[config.mk]
export PLATFORM = sky130hd
export DESIGN_NAME = sync_rx_unit
export DESIGN_NICKNAME = d
export VERILOG_FILES = /design/src/rtl/sync_rx_pkg.sv /design/src/rtl/srx_edge_sync.sv /design/src/rtl/srx_shifter.sv /design/src/rtl/srx_status.sv /design/src/rtl/sync_rx_unit.sv
export SDC_FILE = /design/constraint.sdc
export NUM_CORES = 1
export LEC_CHECK = 0
export BUFFER_PORTS_ARGS = -buffer_cell sky130_fd_sc_hd__buf_4
export CAP_MARGIN = 20
export CORE_MARGIN = 2
export CORE_UTILIZATION = 58
export CTS_BUF_LIST = sky130_fd_sc_hd__clkbuf_16
export DETAILED_ROUTE_END_ITERATION = 10
export PLACE_DENSITY = 0.87
export SLEW_MARGIN = 40
export SYNTH_ARGS = -nofsm -noshare
export SYNTH_HDL_FRONTEND = slang
export SYNTH_HIERARCHICAL = 1
export SYNTH_SLANG_ARGS = --single-unit
[constraint.sdc]
create_clock -name clk -period 3.33 [get_ports clk]
set_input_delay 0.666 -clock clk [delete_from_list [all_inputs] [get_ports clk]]
set_output_delay 0.666 -clock clk [all_outputs]
set_load 0.02 [all_outputs]
[src/rtl/sync_rx_pkg.sv]
package sync_rx_pkg;
  localparam int REG_AW = 2;

  typedef enum logic [REG_AW-1:0] {
    SEL_CTRL = 2'd0,
    SEL_STAT = 2'd1,
    SEL_DATA = 2'd2
  } reg_sel_e;

  localparam int CTRL_EN = 0;
  localparam int CTRL_IE = 1;

  localparam int ST_FULL = 0;
  localparam int ST_OVR  = 1;
  localparam int ST_PAR  = 2;
  localparam int ST_FRM  = 3;
endpackage

[src/rtl/srx_edge_sync.sv]
module srx_edge_sync #(
  parameter int STAGES = 2
) (
  input  logic clk,
  input  logic rst,
  input  logic sclk_in,
  input  logic sdata_in,
  output logic rise,
  output logic data_s
);
  logic [STAGES-1:0] clk_chain;
  logic [STAGES-1:0] dat_chain;
  logic              clk_last;

  generate
    if (STAGES == 1) begin : g_one
      always_ff @(posedge clk) begin
        if (rst) begin
          clk_chain <= '0;
          dat_chain <= '0;
        end else begin
          clk_chain <= sclk_in;
          dat_chain <= sdata_in;
        end
      end
    end else begin : g_many
      always_ff @(posedge clk) begin
        if (rst) begin
          clk_chain <= '0;
          dat_chain <= '0;
        end else begin
          clk_chain <= {clk_chain[STAGES-2:0], sclk_in};
          dat_chain <= {dat_chain[STAGES-2:0], sdata_in};
        end
      end
    end
  endgenerate

  always_ff @(posedge clk) begin
    if (rst) clk_last <= 1'b0;
    else     clk_last <= clk_chain[STAGES-1];
  end

  assign rise   = clk_chain[STAGES-1] & ~clk_last;
  assign data_s = dat_chain[STAGES-1];

  // an edge is reported for a single system cycle
  assert_single_pulse_R1: assert property (@(posedge clk) disable iff (rst)
    rise |=> !rise);
endmodule

[src/rtl/srx_shifter.sv]
module srx_shifter #(
  parameter int W = 8
) (
  input  logic         clk,
  input  logic         rst,
  input  logic         enable,
  input  logic         hold,
  input  logic         rise,
  input  logic         din,
  output logic         done,
  output logic [W-1:0] frame
);
  localparam int CW = (W > 1) ? $clog2(W) : 1;

  logic [CW-1:0] cnt;
  logic [W-1:0]  sh;
  logic          take;
  logic          last_bit;

  assign take     = enable & ~hold & rise;
  assign last_bit = (cnt == CW'(W-1));
  assign frame    = {din, sh[W-1:1]};
  assign done     = take & last_bit;

  always_ff @(posedge clk) begin
    if (rst || !enable) begin
      cnt <= '0;
      sh  <= '0;
    end else if (take) begin
      sh  <= {din, sh[W-1:1]};
      cnt <= last_bit ? '0 : cnt + 1'b1;
    end
  end

  // a frozen receiver keeps its bit position
  assert_freeze_R4: assert property (@(posedge clk) disable iff (rst)
    (enable && hold) |=> $stable(cnt));
  // disabled receiver drops any partial frame
  assert_idle_clear_R7: assert property (@(posedge clk) disable iff (rst)
    !enable |=> (cnt == '0 && sh == '0));
endmodule

[src/rtl/srx_status.sv]
module srx_status
  import sync_rx_pkg::*;
#(
  parameter int W = 8
) (
  input  logic              clk,
  input  logic              rst,
  input  logic [REG_AW-1:0] addr,
  input  logic              wr,
  input  logic              rd,
  input  logic [W-1:0]      wdata,
  input  logic              par_err,
  input  logic              frm_err,
  input  logic              done,
  input  logic [W-1:0]      frame,
  output logic              rx_en,
  output logic              hold,
  output logic [W-1:0]      rdata,
  output logic              irq,
  output logic              halt_out
);
  logic         ie_q;
  logic         full_q, full_nx;
  logic         ovr_q, ovr_nx;
  logic         full_seen_q, full_seen_nx;
  logic         ovr_seen_q, ovr_seen_nx;
  logic [W-1:0] data_q, data_nx;
  logic         stat_wr, stat_rd, ctrl_wr;
  logic [W-1:0] stat_view;
  logic         unused_wbits;

  assign unused_wbits = ^wdata[W-1:2];
  assign ctrl_wr = wr && (addr == SEL_CTRL);
  assign stat_wr = wr && (addr == SEL_STAT);
  assign stat_rd = rd && (addr == SEL_STAT);
  assign hold    = ovr_q | par_err | frm_err;

  always_comb begin
    stat_view          = '0;
    stat_view[ST_FULL] = full_q;
    stat_view[ST_OVR]  = ovr_q;
    stat_view[ST_PAR]  = par_err;
    stat_view[ST_FRM]  = frm_err;
  end

  always_comb begin
    full_nx = full_q;
    ovr_nx  = ovr_q;
    data_nx = data_q;
    if (done) begin
      if (full_q) ovr_nx = 1'b1;
      else begin
        full_nx = 1'b1;
        data_nx = frame;
      end
    end
    if (stat_wr && !wdata[ST_FULL] && full_seen_q) full_nx = 1'b0;
    if (stat_wr && !wdata[ST_OVR]  && ovr_seen_q)  ovr_nx  = 1'b0;

    full_seen_nx = full_seen_q | (stat_rd & full_q);
    ovr_seen_nx  = ovr_seen_q  | (stat_rd & ovr_q);
    if (!full_nx) full_seen_nx = 1'b0;
    if (!ovr_nx)  ovr_seen_nx  = 1'b0;
  end

  always_ff @(posedge clk) begin
    if (rst) begin
      rx_en       <= 1'b0;
      ie_q        <= 1'b0;
      full_q      <= 1'b0;
      ovr_q       <= 1'b0;
      full_seen_q <= 1'b0;
      ovr_seen_q  <= 1'b0;
      data_q      <= '0;
      rdata       <= '0;
      irq         <= 1'b0;
      halt_out    <= 1'b0;
    end else begin
      if (ctrl_wr) begin
        rx_en <= wdata[CTRL_EN];
        ie_q  <= wdata[CTRL_IE];
      end
      full_q      <= full_nx;
      ovr_q       <= ovr_nx;
      full_seen_q <= full_seen_nx;
      ovr_seen_q  <= ovr_seen_nx;
      data_q      <= data_nx;
      irq         <= full_q & ie_q;
      halt_out    <= hold;
      if (rd) begin
        case (addr)
          SEL_CTRL: begin
            rdata          <= '0;
            rdata[CTRL_EN] <= rx_en;
            rdata[CTRL_IE] <= ie_q;
          end
          SEL_STAT: rdata <= stat_view;
          SEL_DATA: rdata <= data_q;
          default:  rdata <= '0;
        endcase
      end
    end
  end

  // a frame into an empty register sets the flag and is stored
  assert_full_on_done_R2: assert property (@(posedge clk) disable iff (rst)
    (done && !full_q) |=> (full_q && data_q == $past(frame)));
  // a frame into a full register is dropped and flagged
  assert_ovr_keep_R3: assert property (@(posedge clk) disable iff (rst)
    (done && full_q && !stat_wr) |=> (ovr_q && full_q && $stable(data_q)));
  // error inputs block the full flag
  assert_err_block_R5: assert property (@(posedge clk) disable iff (rst)
    ((par_err || frm_err) && !full_q) |=> !full_q);
  // a write of 1 never clears the full flag
  assert_one_noeffect_R6: assert property (@(posedge clk) disable iff (rst)
    (stat_wr && wdata[ST_FULL] && full_q) |=> full_q);
  // interrupt follows flag and enable one cycle later
  assert_irq_level_R8: assert property (@(posedge clk) disable iff (rst)
    (full_q && ie_q) |=> irq);
  assert_irq_drop_R8: assert property (@(posedge clk) disable iff (rst)
    !(full_q && ie_q) |=> !irq);
endmodule

[src/rtl/sync_rx_unit.sv]
module sync_rx_unit
  import sync_rx_pkg::*;
#(
  parameter int DATA_W      = 8,
  parameter int SYNC_STAGES = 2
) (
  input  logic              clk,
  input  logic              rst,
  input  logic              sclk,
  input  logic              sdata,
  input  logic              par_err,
  input  logic              frm_err,
  input  logic [REG_AW-1:0] reg_addr,
  input  logic              reg_wr,
  input  logic              reg_rd,
  input  logic [DATA_W-1:0] reg_wdata,
  output logic [DATA_W-1:0] reg_rdata,
  output logic              rx_irq,
  output logic              xfer_halt
);
  logic              rise, data_s;
  logic              rx_en, hold, done;
  logic [DATA_W-1:0] frame;

  srx_edge_sync #(.STAGES(SYNC_STAGES)) u_sync (
    .clk(clk), .rst(rst), .sclk_in(sclk), .sdata_in(sdata),
    .rise(rise), .data_s(data_s)
  );

  srx_shifter #(.W(DATA_W)) u_shift (
    .clk(clk), .rst(rst), .enable(rx_en), .hold(hold), .rise(rise),
    .din(data_s), .done(done), .frame(frame)
  );

  srx_status #(.W(DATA_W)) u_stat (
    .clk(clk), .rst(rst), .addr(reg_addr), .wr(reg_wr), .rd(reg_rd),
    .wdata(reg_wdata), .par_err(par_err), .frm_err(frm_err),
    .done(done), .frame(frame), .rx_en(rx_en), .hold(hold),
    .rdata(reg_rdata), .irq(rx_irq), .halt_out(xfer_halt)
  );

  // halt follows the error state one cycle later
  assert_halt_R10: assert property (@(posedge clk) disable iff (rst)
    (par_err || frm_err) |=> xfer_halt);
endmodule

# Yosys cells after proc, flatten, opt, wreduce, memory -nomap -nowiden
# Index checks and enable logic that the tools add are counted.
[word_totals] reg_bits=40 latch_bits=0 mem_bits_rw=0 rom_bits=0 input_bits=18 wordCells=57 n_memories=0
[op_classes] add_sub_neg=1 multipliers=0 div=0 order_cmp=0 n_eq_ne=3 shifts=0 muxes=7 bitwise_logic=16 n_reduce_logical=15
[ops] operator="8-bit case mux with 3 select lines" n=1
[ops] operator="1-bit AND" n=7
[ops] operator="1-bit logical AND" n=7
[ops] operator="1-bit two-way mux" n=5
[ops] operator="1-bit inverter" n=5
[ops] operator="1-bit OR" n=4
[ops] operator="2-bit OR reduction" n=2
[ops] operator="3-bit by 1-bit adder with 3-bit output, second input constant" n=1
[ops] operator="3-bit equality test, second input constant" n=1
[ops] operator="1-bit zero test" n=3
[ops] operator="3-bit two-way mux" n=1
[ops] operator="2-bit by 1-bit equality test with 1-bit output, second input constant" n=1
[ops] operator="2-bit equality test, second input constant" n=1
[ops] operator="2-bit zero test" n=1
[ops] operator="2-bit AND reduction" n=1
[ops] operator="1-bit logical OR" n=1

# Longest topological paths before layout
# Gate-level depths: netlist of the first run.
[depth] depth_word=10 ltp_mapped=8

# Cells and area by module
# Netlist of the first run, hierarchy kept.
[modules_own_cells] module="srx_status" n_inst=1 cells_each=100 area_each_um2=982.2 seq_area_each_um2=480.5
[modules_own_cells] module="srx_shifter" n_inst=1 cells_each=50 area_each_um2=442.9 seq_area_each_um2=200.2
[modules_own_cells] module="srx_edge_sync" n_inst=1 cells_each=11 area_each_um2=137.6 seq_area_each_um2=100.1

# Worst setup path after synthesis of the first run
# OpenSTA, ideal clock, no wires.
[synth_timing] path_kind="in2reg" from="input frm_err" to="register u_stat.data_q[0]" arrival_ns=2.074 path_slack_ns=1.128 stages=8 n_path_buf=2 cell_sequence="or3_1 -> nor2b_4 -> buf_6 -> and3_1 -> nor2b_1 -> buf_4 -> mux2i_1 -> nor2_1"
[synth_between] elab_chain_cells=6
[synth_rtl] item="start, declared" line_no="sync_rx_unit.sv:12" rtl="input logic frm_err,"
[synth_rtl] item="1-bit OR" line_no="srx_status.sv:36" rtl="assign hold = ovr_q | par_err | frm_err;"
[synth_rtl] item="1-bit inverter" line_no="srx_shifter.sv:20" rtl="assign take = enable & ~hold & rise;"
[synth_rtl] item="1-bit AND (2 in a row)" line_no="srx_shifter.sv:20"
[synth_rtl] item="1-bit AND" line_no="srx_shifter.sv:23" rtl="assign done = take & last_bit;"
[synth_rtl] item="named net done" line_no="sync_rx_unit.sv:22" rtl="logic rx_en, hold, done;"
[synth_rtl] item="2-bit AND reduction (no line)"
[synth_rtl] item="end signal, assigned" line_no="srx_status.sv:87" rtl="data_q <= data_nx;"
[synth_rtl] item="end, declared" line_no="srx_status.sv:27" rtl="logic [W-1:0] data_q, data_nx;"
# The timed path passes the listed nets, and every way through them passes these cells.
# A chain may end at the register's enable or synchronous reset.

# Worst setup path in the final report of the first run
[layout_timing] from="input frm_err" to="register u_stat.data_q[1]"
[layout_between] elab_chain_cells=6
[layout_rtl] item="1-bit OR" line_no="srx_status.sv:36"
[layout_rtl] item="named net hold" line_no="sync_rx_unit.sv:22"
[layout_rtl] item="1-bit inverter" line_no="srx_shifter.sv:20"
[layout_rtl] item="1-bit AND (2 in a row)" line_no="srx_shifter.sv:20"
[layout_rtl] item="1-bit AND" line_no="srx_shifter.sv:23"
[layout_rtl] item="named net done" line_no="sync_rx_unit.sv:22"
[layout_rtl] item="2-bit AND reduction (no line)"
# The timed path passes the listed nets, and every way through them passes these cells.

==> results.sh, run 1 <==
export IMPL_max_freq_mhz=435
export IMPL_antenna_diode_count=0
export IMPL_status="completed"
export IMPL_areaGrowthSynthToFinish_pct=16.6
export IMPL_yosys_area_top_type="dfxtp_1"
export IMPL_crit_path_start_kind="input pin"
export IMPL_cts_htree_levels=2
export IMPL_regArea_um2=781
export IMPL_p_leak_nw=0.698
export IMPL_cts_sinks=39
export IMPL_critPathMaxFanout=11
export IMPL_finalWirelength_um=2770
export IMPL_hold_path_class="reg2reg"
export IMPL_syn_num_nets=181
export IMPL_drc=0
export IMPL_synth_xor_area_frac=0
export IMPL_grt_pass1_vias=1084
export IMPL_crit_required_ns=3.49
export IMPL_max_slew_margin=0.747
export IMPL_yosysWarnings=6
export IMPL_cts_root_buf="clkbuf_16"
export IMPL_ctsHoldBuffers=0
export IMPL_place_gp_congestion=0.789
export IMPL_global_route_overflow_total=0
export IMPL_fp_dieH_um=55.9
export IMPL_die_x_um=55.9
export IMPL_ir_worst_vdd_uv=668
export IMPL_first_pass_iters=4
export IMPL_total_power_w=0.000955
export IMPL_post_cts_resized=0
export IMPL_drv_slew=0
export IMPL_syn_inst=161
export IMPL_finalHoldViolCount=0
export IMPL_fin_crit_sh=0.690
export IMPL_synth_top_area_share=0.500
export IMPL_synthDistinctLibCells=32
export IMPL_dieArea_um2=3130
export IMPL_endpoint_kind="register"
export IMPL_clk_path_buf_depth=2
export IMPL_ys_async_sr_fraction=0
export IMPL_ys_seq_area_frac=0.500
export IMPL_initial_core_util=0.620
export IMPL_dp_hpwl_um=1960
export IMPL_clk_pin_slew_worst_paths_ns=0.05
export IMPL_nFillCells=193
export IMPL_maxCapViolCount=0
export IMPL_multi_input_area_um2=709
export IMPL_grt_pass1_wl_um=4650
export IMPL_grt_usage=0.192
export IMPL_wl_per_cell_um=13.3
export IMPL_synth_ff_latch_count=39
export IMPL_tightest_slew_ns=0.374
export IMPL_final_net_count=200
export IMPL_synthAdderAreaFrac=0.0160
export IMPL_synthTopCellsByArea="dfxtp_1 50%, mux2i_1 8.3%, nand2_1 4.8%"
export IMPL_clk_latency_ns=0.28
export IMPL_yosys_area_share_simple=0.238
export IMPL_final_setup_tns_ns=0
export IMPL_clock_skew_ns=0.00369
export IMPL_port_buffers=21
export IMPL_routed_via_count=1148
export IMPL_synth_top_family_by_area="simple AND/OR/NAND/NOR gates"
export IMPL_synth_area_mux_share=0.0833
export IMPL_synth_edf_count=0
export IMPL_drt_initial_drc_count=28
export IMPL_path_class="in2reg"
export IMPL_grt_max_degree=30
export IMPL_cts_tree="yes"
export IMPL_final_setup_viol_count=0
export IMPL_cp_arrival_ns=2.46
export IMPL_ant_nets=0
export IMPL_avgSynthCellArea_um2=9.71
export IMPL_rsz0062_at_grt="false"
export IMPL_core_area_um2=2520
export IMPL_num_rows=18
export IMPL_numCtsBuffers=5
export IMPL_ys_flop_type="dfxtp_1"
export IMPL_r2r_worst_path_cells=7
export IMPL_cts_setup_buffers=0
export IMPL_viasPerCell=5.49
export IMPL_syn_area_um2=1560
export IMPL_antenna_found_initial=0
export IMPL_drive_above_1_share=0.190
export IMPL_power_density_nw_per_um2=524
export IMPL_min_path_cells=1
export IMPL_io_pins=28
export IMPL_synth_compound_area_frac=0.117
export IMPL_period_minus_slack_ns=2.30
## per-stage QoR
stage / utilization / cells / worst slack [ns] / cell area [µm²] / hold slack (ns)
after floorplan: - / 161 / 1.13 / 1560 / 0.414
after global placement: 0.671 / 203 / 0.835 / 1690 / 0.419
after detailed placement: 0.671 / 203 / 0.767 / 1690 / 0.429
after CTS: 0.722 / 209 / 1.04 / 1820 / 0.442
after global routing: 0.722 / 209 / 0.917 / 1820 / 0.456
final: 0.722 / 209 / 1.03 / 1820 / 0.437
## report_power, final
part,leakage (nW),switching (W),internal [W],total [W]
registers,0.316,0.00000301,0.000474,0.000477
clock network,0.0669,0.000161,0.000265,0.000427
logic,0.315,0.0000275,0.0000232,0.0000507
## layout make-up
cell class | instances | share of cell area
well taps | 30 | 0.0206
clock buffers | 5 | 0.0687
clock inverters | 1 | 0.00206
multi-input cells | 112 | 0.389
repair buffers | 22 | 0.0907
flip-flops and latches | 39 | 0.429
## Yosys cell counts (2+ instances only)
cell type / number
nor2b_1: 8
dfxtp_1: 39
or2_1: 2
a311oi_2: 2
nand3_1: 4
nor2_1: 20
nand2_1: 20
clkbuf_1: 3
nand2b_1: 6
ha_1: 2
buf_6: 3
mux2i_1: 13
a22oi_1: 2
a21oi_1: 13
a21boi_0: 2
buf_4: 3
a211oi_1: 4
## flip-flops by register name, summed over array words and instances, names as in the netlist
register,cells
u_stat/irq,1
u_stat/data_q,8
u_sync/dat_chain,2
u_stat/full_q,1
u_stat/ovr_q,1
u_sync/clk_last,1
u_stat/rdata,8
u_sync/clk_chain,2
u_shift/cnt,3
u_stat/rx_en,1
u_stat/halt_out,1
u_stat/ovr_seen_q,1
u_stat/ie_q,1
u_shift/sh,7
u_stat/full_seen_q,1
## cells in the final DEF (no fill, tap or decap), drive strengths merged, types with 2 or more instances in the layout
cell,count
a211oi,4
a21boi,2
a21oi,14
a22oi,2
a311oi,2
and2b,2
buf,22
clkbuf,5
dfxtp,39
ha,2
mux2i,13
nand2,20
nand2b,6
nand3,4
nand3b,2
nor2,20
nor2b,9
or2,2
## path summary, 6_finish.rpt
check,from,to,slack (ns)
worst max-delay path,frm_err,u_stat/data_q[1],1.03
worst min-delay path,u_sync/dat_chain[0],u_sync/dat_chain[1],0.44
worst max register to register,u_stat/ovr_q,u_stat/data_q[1],1.17
worst min register to register,u_sync/dat_chain[0],u_sync/dat_chain[1],0.44
## routing by layer
layer / wire [µm] / track usage / vias to the layer above
met5: 0 / 0 / -
met4: 64 / 0.0986 / 0
met3: 152 / 0.0744 / 7
met2: 1280 / 0.311 / 29
met1: 1270 / 0.221 / 534
li1: - / - / 578
## cell families (layout without fill, tap and decap cells)
logic type               after synthesis  count (layout)
buffers and inverters                 10              28
flip-flops                            39              39
multiplexers                          13              13
adder cells (fa/ha/maj)                2               2
AO/OA/AOI/OAI                         27              27
AND/OR/NAND/NOR                       70              70
## critical path: stages
cell	delay (ns)
buf_4	0.12
or3_1	0.43
nor2b_4	0.31
and3_1	0.29
nor2b_1	0.16
buf_4	0.20
mux2i_1	0.22
nor2_1	0.05
No activity file was read; power rests on OpenSTA's default activity.
==> inputs of run 2 (changes only) <==
- CORE_UTILIZATION: 58 -> 48
- PLACE_DENSITY: 0.87 -> 0.78
- clock period: 3.33 -> 1.85 ns (I/O delays scaled with it)
==> run 2 against run 1 <==
Critical path depth decreased by 1; count of clock-buffer cells in the layout stayed put; first-iteration DRC count up 86%; critical path type is now reg2reg.
==> results.sh, run 2 (same netlist as run 1, synthesis figures left out) <==
export IMPL_cp_num_cells=7
export IMPL_final_setup_tns_ns=0
export IMPL_finalWirelength_um=2770
export IMPL_nFillCells=273
export IMPL_path_buf_inv=1
export IMPL_maxCapViolCount=0
export IMPL_dieArea_um2=3730
export IMPL_clk_path_buf_depth=2
export IMPL_max_slew_margin=0.754
export IMPL_grt_pass1_vias=1064
export IMPL_cts_sinks=39
export IMPL_antenna_diode_count=0
export IMPL_die_x_um=61.1
export IMPL_crit_path_start_kind="register"
export IMPL_final_common_cell="dfxtp_1"
export IMPL_clock_skew_ns=0.00429
export IMPL_path_cells="or3_4 -> nor2b_4 -> and3_4 -> nor2b_2 -> buf_6 -> mux2i_2 -> nor2_1"
export IMPL_drv_slew=0
export IMPL_endpoint_kind="register"
export IMPL_instances_no_fill=227
export IMPL_min_path_cells=2
export IMPL_fin_crit_sh=0.950
export IMPL_hp_start="sclk"
export IMPL_ant_nets=0
export IMPL_r2r_end="u_stat/data_q[3]"
export IMPL_fp_dieH_um=61.1
export IMPL_p_leak_nw=0.724
export IMPL_period_minus_slack_ns=1.76
export IMPL_drc=0
export IMPL_placed_area_um2=1740
export IMPL_p_seq_frac=0.457
export IMPL_grt_usage=0.173
export IMPL_ctsHoldBuffers=0
export IMPL_final_setup_viol_count=0
export IMPL_internal_power_w=0.00152
export IMPL_status="completed"
export IMPL_hold_path_class="in2reg"
export IMPL_path_class="reg2reg"
export IMPL_ir_worst_vdd_uv=511
export IMPL_areaGrowthSynthToFinish_pct=22.2
export IMPL_critical_path_top_delay_family="simple AND/OR/NAND/NOR gates"
export IMPL_grt_max_degree=30
export IMPL_numCtsBuffers=5
export IMPL_finalHoldViolCount=0
export IMPL_p_sw_frac=0.188
export IMPL_cp_arrival_ns=1.91
export IMPL_first_pass_iters=4
export IMPL_clk_latency_ns=0.28
export IMPL_cts_root_buf="clkbuf_16"
export IMPL_dp_hpwl_um=1950
export IMPL_cts_htree_levels=2
export IMPL_antenna_found_initial=0
export IMPL_final_cell_mix="39 x dfxtp_1, 23 x buf_4, 20 x nand2_1, 20 x nor2_1, 13 x a21oi_1"
export IMPL_viasPerCell=4.98
export IMPL_drive_above_1_share=0.230
export IMPL_dp_cells=219
export IMPL_io_pins=28
export IMPL_num_rows=20
export IMPL_place_gp_congestion=0.703
export IMPL_cpPeakStageDelay_ns=0.37
export IMPL_core_area_um2=3080
export IMPL_tightest_slew_ns=0.369
export IMPL_port_buffers=21
export IMPL_p_switching_w=0.000354
export IMPL_final_net_count=202
export IMPL_clk_pin_slew_worst_paths_ns=0.05
export IMPL_global_route_overflow_total=0
export IMPL_reg2reg_slack_ns=0.09
export IMPL_initial_core_util=0.508
export IMPL_p_clk_frac=0.493
export IMPL_rsz0062_at_grt="false"
export IMPL_crit_required_ns=2.00
export IMPL_r2r_worst_path_cells=7
export IMPL_cts_tree="yes"
export IMPL_pwr_share_comb=0.050
export IMPL_drt_initial_drc_count=52
export IMPL_critPathMaxFanout=8
export IMPL_wl_per_cell_um=12.2
export IMPL_power_density_nw_per_um2=983
export IMPL_grt_pass1_wl_um=4600
export IMPL_crit_path_top_delay_cell="or3_4"
export IMPL_routed_via_count=1130
export IMPL_top_regs="u_stat/data_q: 8 flops, u_stat/rdata: 8 flops, u_shift/sh: 7 flops"
export IMPL_design_area_um2=1910
export IMPL_max_freq_mhz=569
export IMPL_whs_endpoint="u_sync/clk_chain[0]"
export IMPL_rr_startpoint="u_stat/ovr_q"
## run 2: changes by cell type in the layout (fill, tap and decap cells not counted), sizes merged
cell / previous run / this run
buf: 22 / 24
clkinv: 0 / 2
bufinv: 0 / 1
inv: 1 / 0
## run 2: routing by layer
layer  wire (µm)  global-route usage  up-vias
met5           0                   0        -
met4          20              0.0745        0
met3         137              0.0567        4
met2        1370               0.293       29
met1        1250               0.198      512
li1            -                   -      585
## run 2: layout make-up
class | instances | area (µm²) | share of cell area
clock buffer | 5 | 125 | 0.0655
sequential | 39 | 781 | 0.409
clock inverter | 3 | 38.8 | 0.0203
timing repair buffer | 24 | 184 | 0.0963
multi-input combinational | 112 | 726 | 0.380
tap | 44 | 55.1 | 0.0288
## run 2: timing repair
action	CTS	global route
setup endpoints to repair	0	8
endpoints found under the hold margin	0	0
buffers inserted	0	0
gates resized for setup	0	3
## run 2: how the worst max path moves through the flow
stage	startpoint	endpoint	slack, ns
final	u_stat/ovr_q	u_stat/data_q[3]	0.09
after CTS	u_stat/ovr_q	u_stat/data_q[3]	0.02
after global routing	u_stat/ovr_q	u_stat/data_q[3]	0.04
after global placement	frm_err	u_stat/data_q[1]	-0.02
after floorplan	frm_err	u_stat/data_q[0]	0.0001
after detailed placement	frm_err	u_stat/data_q[3]	-0.10
## run 2: power by group through the flow
stage	clock network [W]	logic, W	registers, W
2_1_floorplan	0	0.0000511	0.000883
3_3_place_gp	0	0.0000904	0.000876
3_5_place_dp	0	0.0000923	0.000876
4_1_cts	0.000948	0.0000933	0.000858
5_1_grt	0.000981	0.000102	0.000859
6_report	0.000926	0.0000929	0.000858
## run 2: through the flow
stage               worst slack [ns]  power [W]  hold WS, ns  utilization
floorplan                   0.000130   0.000934        0.414            -
global placement             -0.0238   0.000966        0.420        0.564
detailed placement            -0.102   0.000968        0.430        0.564
CTS                           0.0189    0.00190        0.299        0.617
global route                  0.0369    0.00194        0.314        0.620
finish                        0.0925    0.00188        0.302        0.620
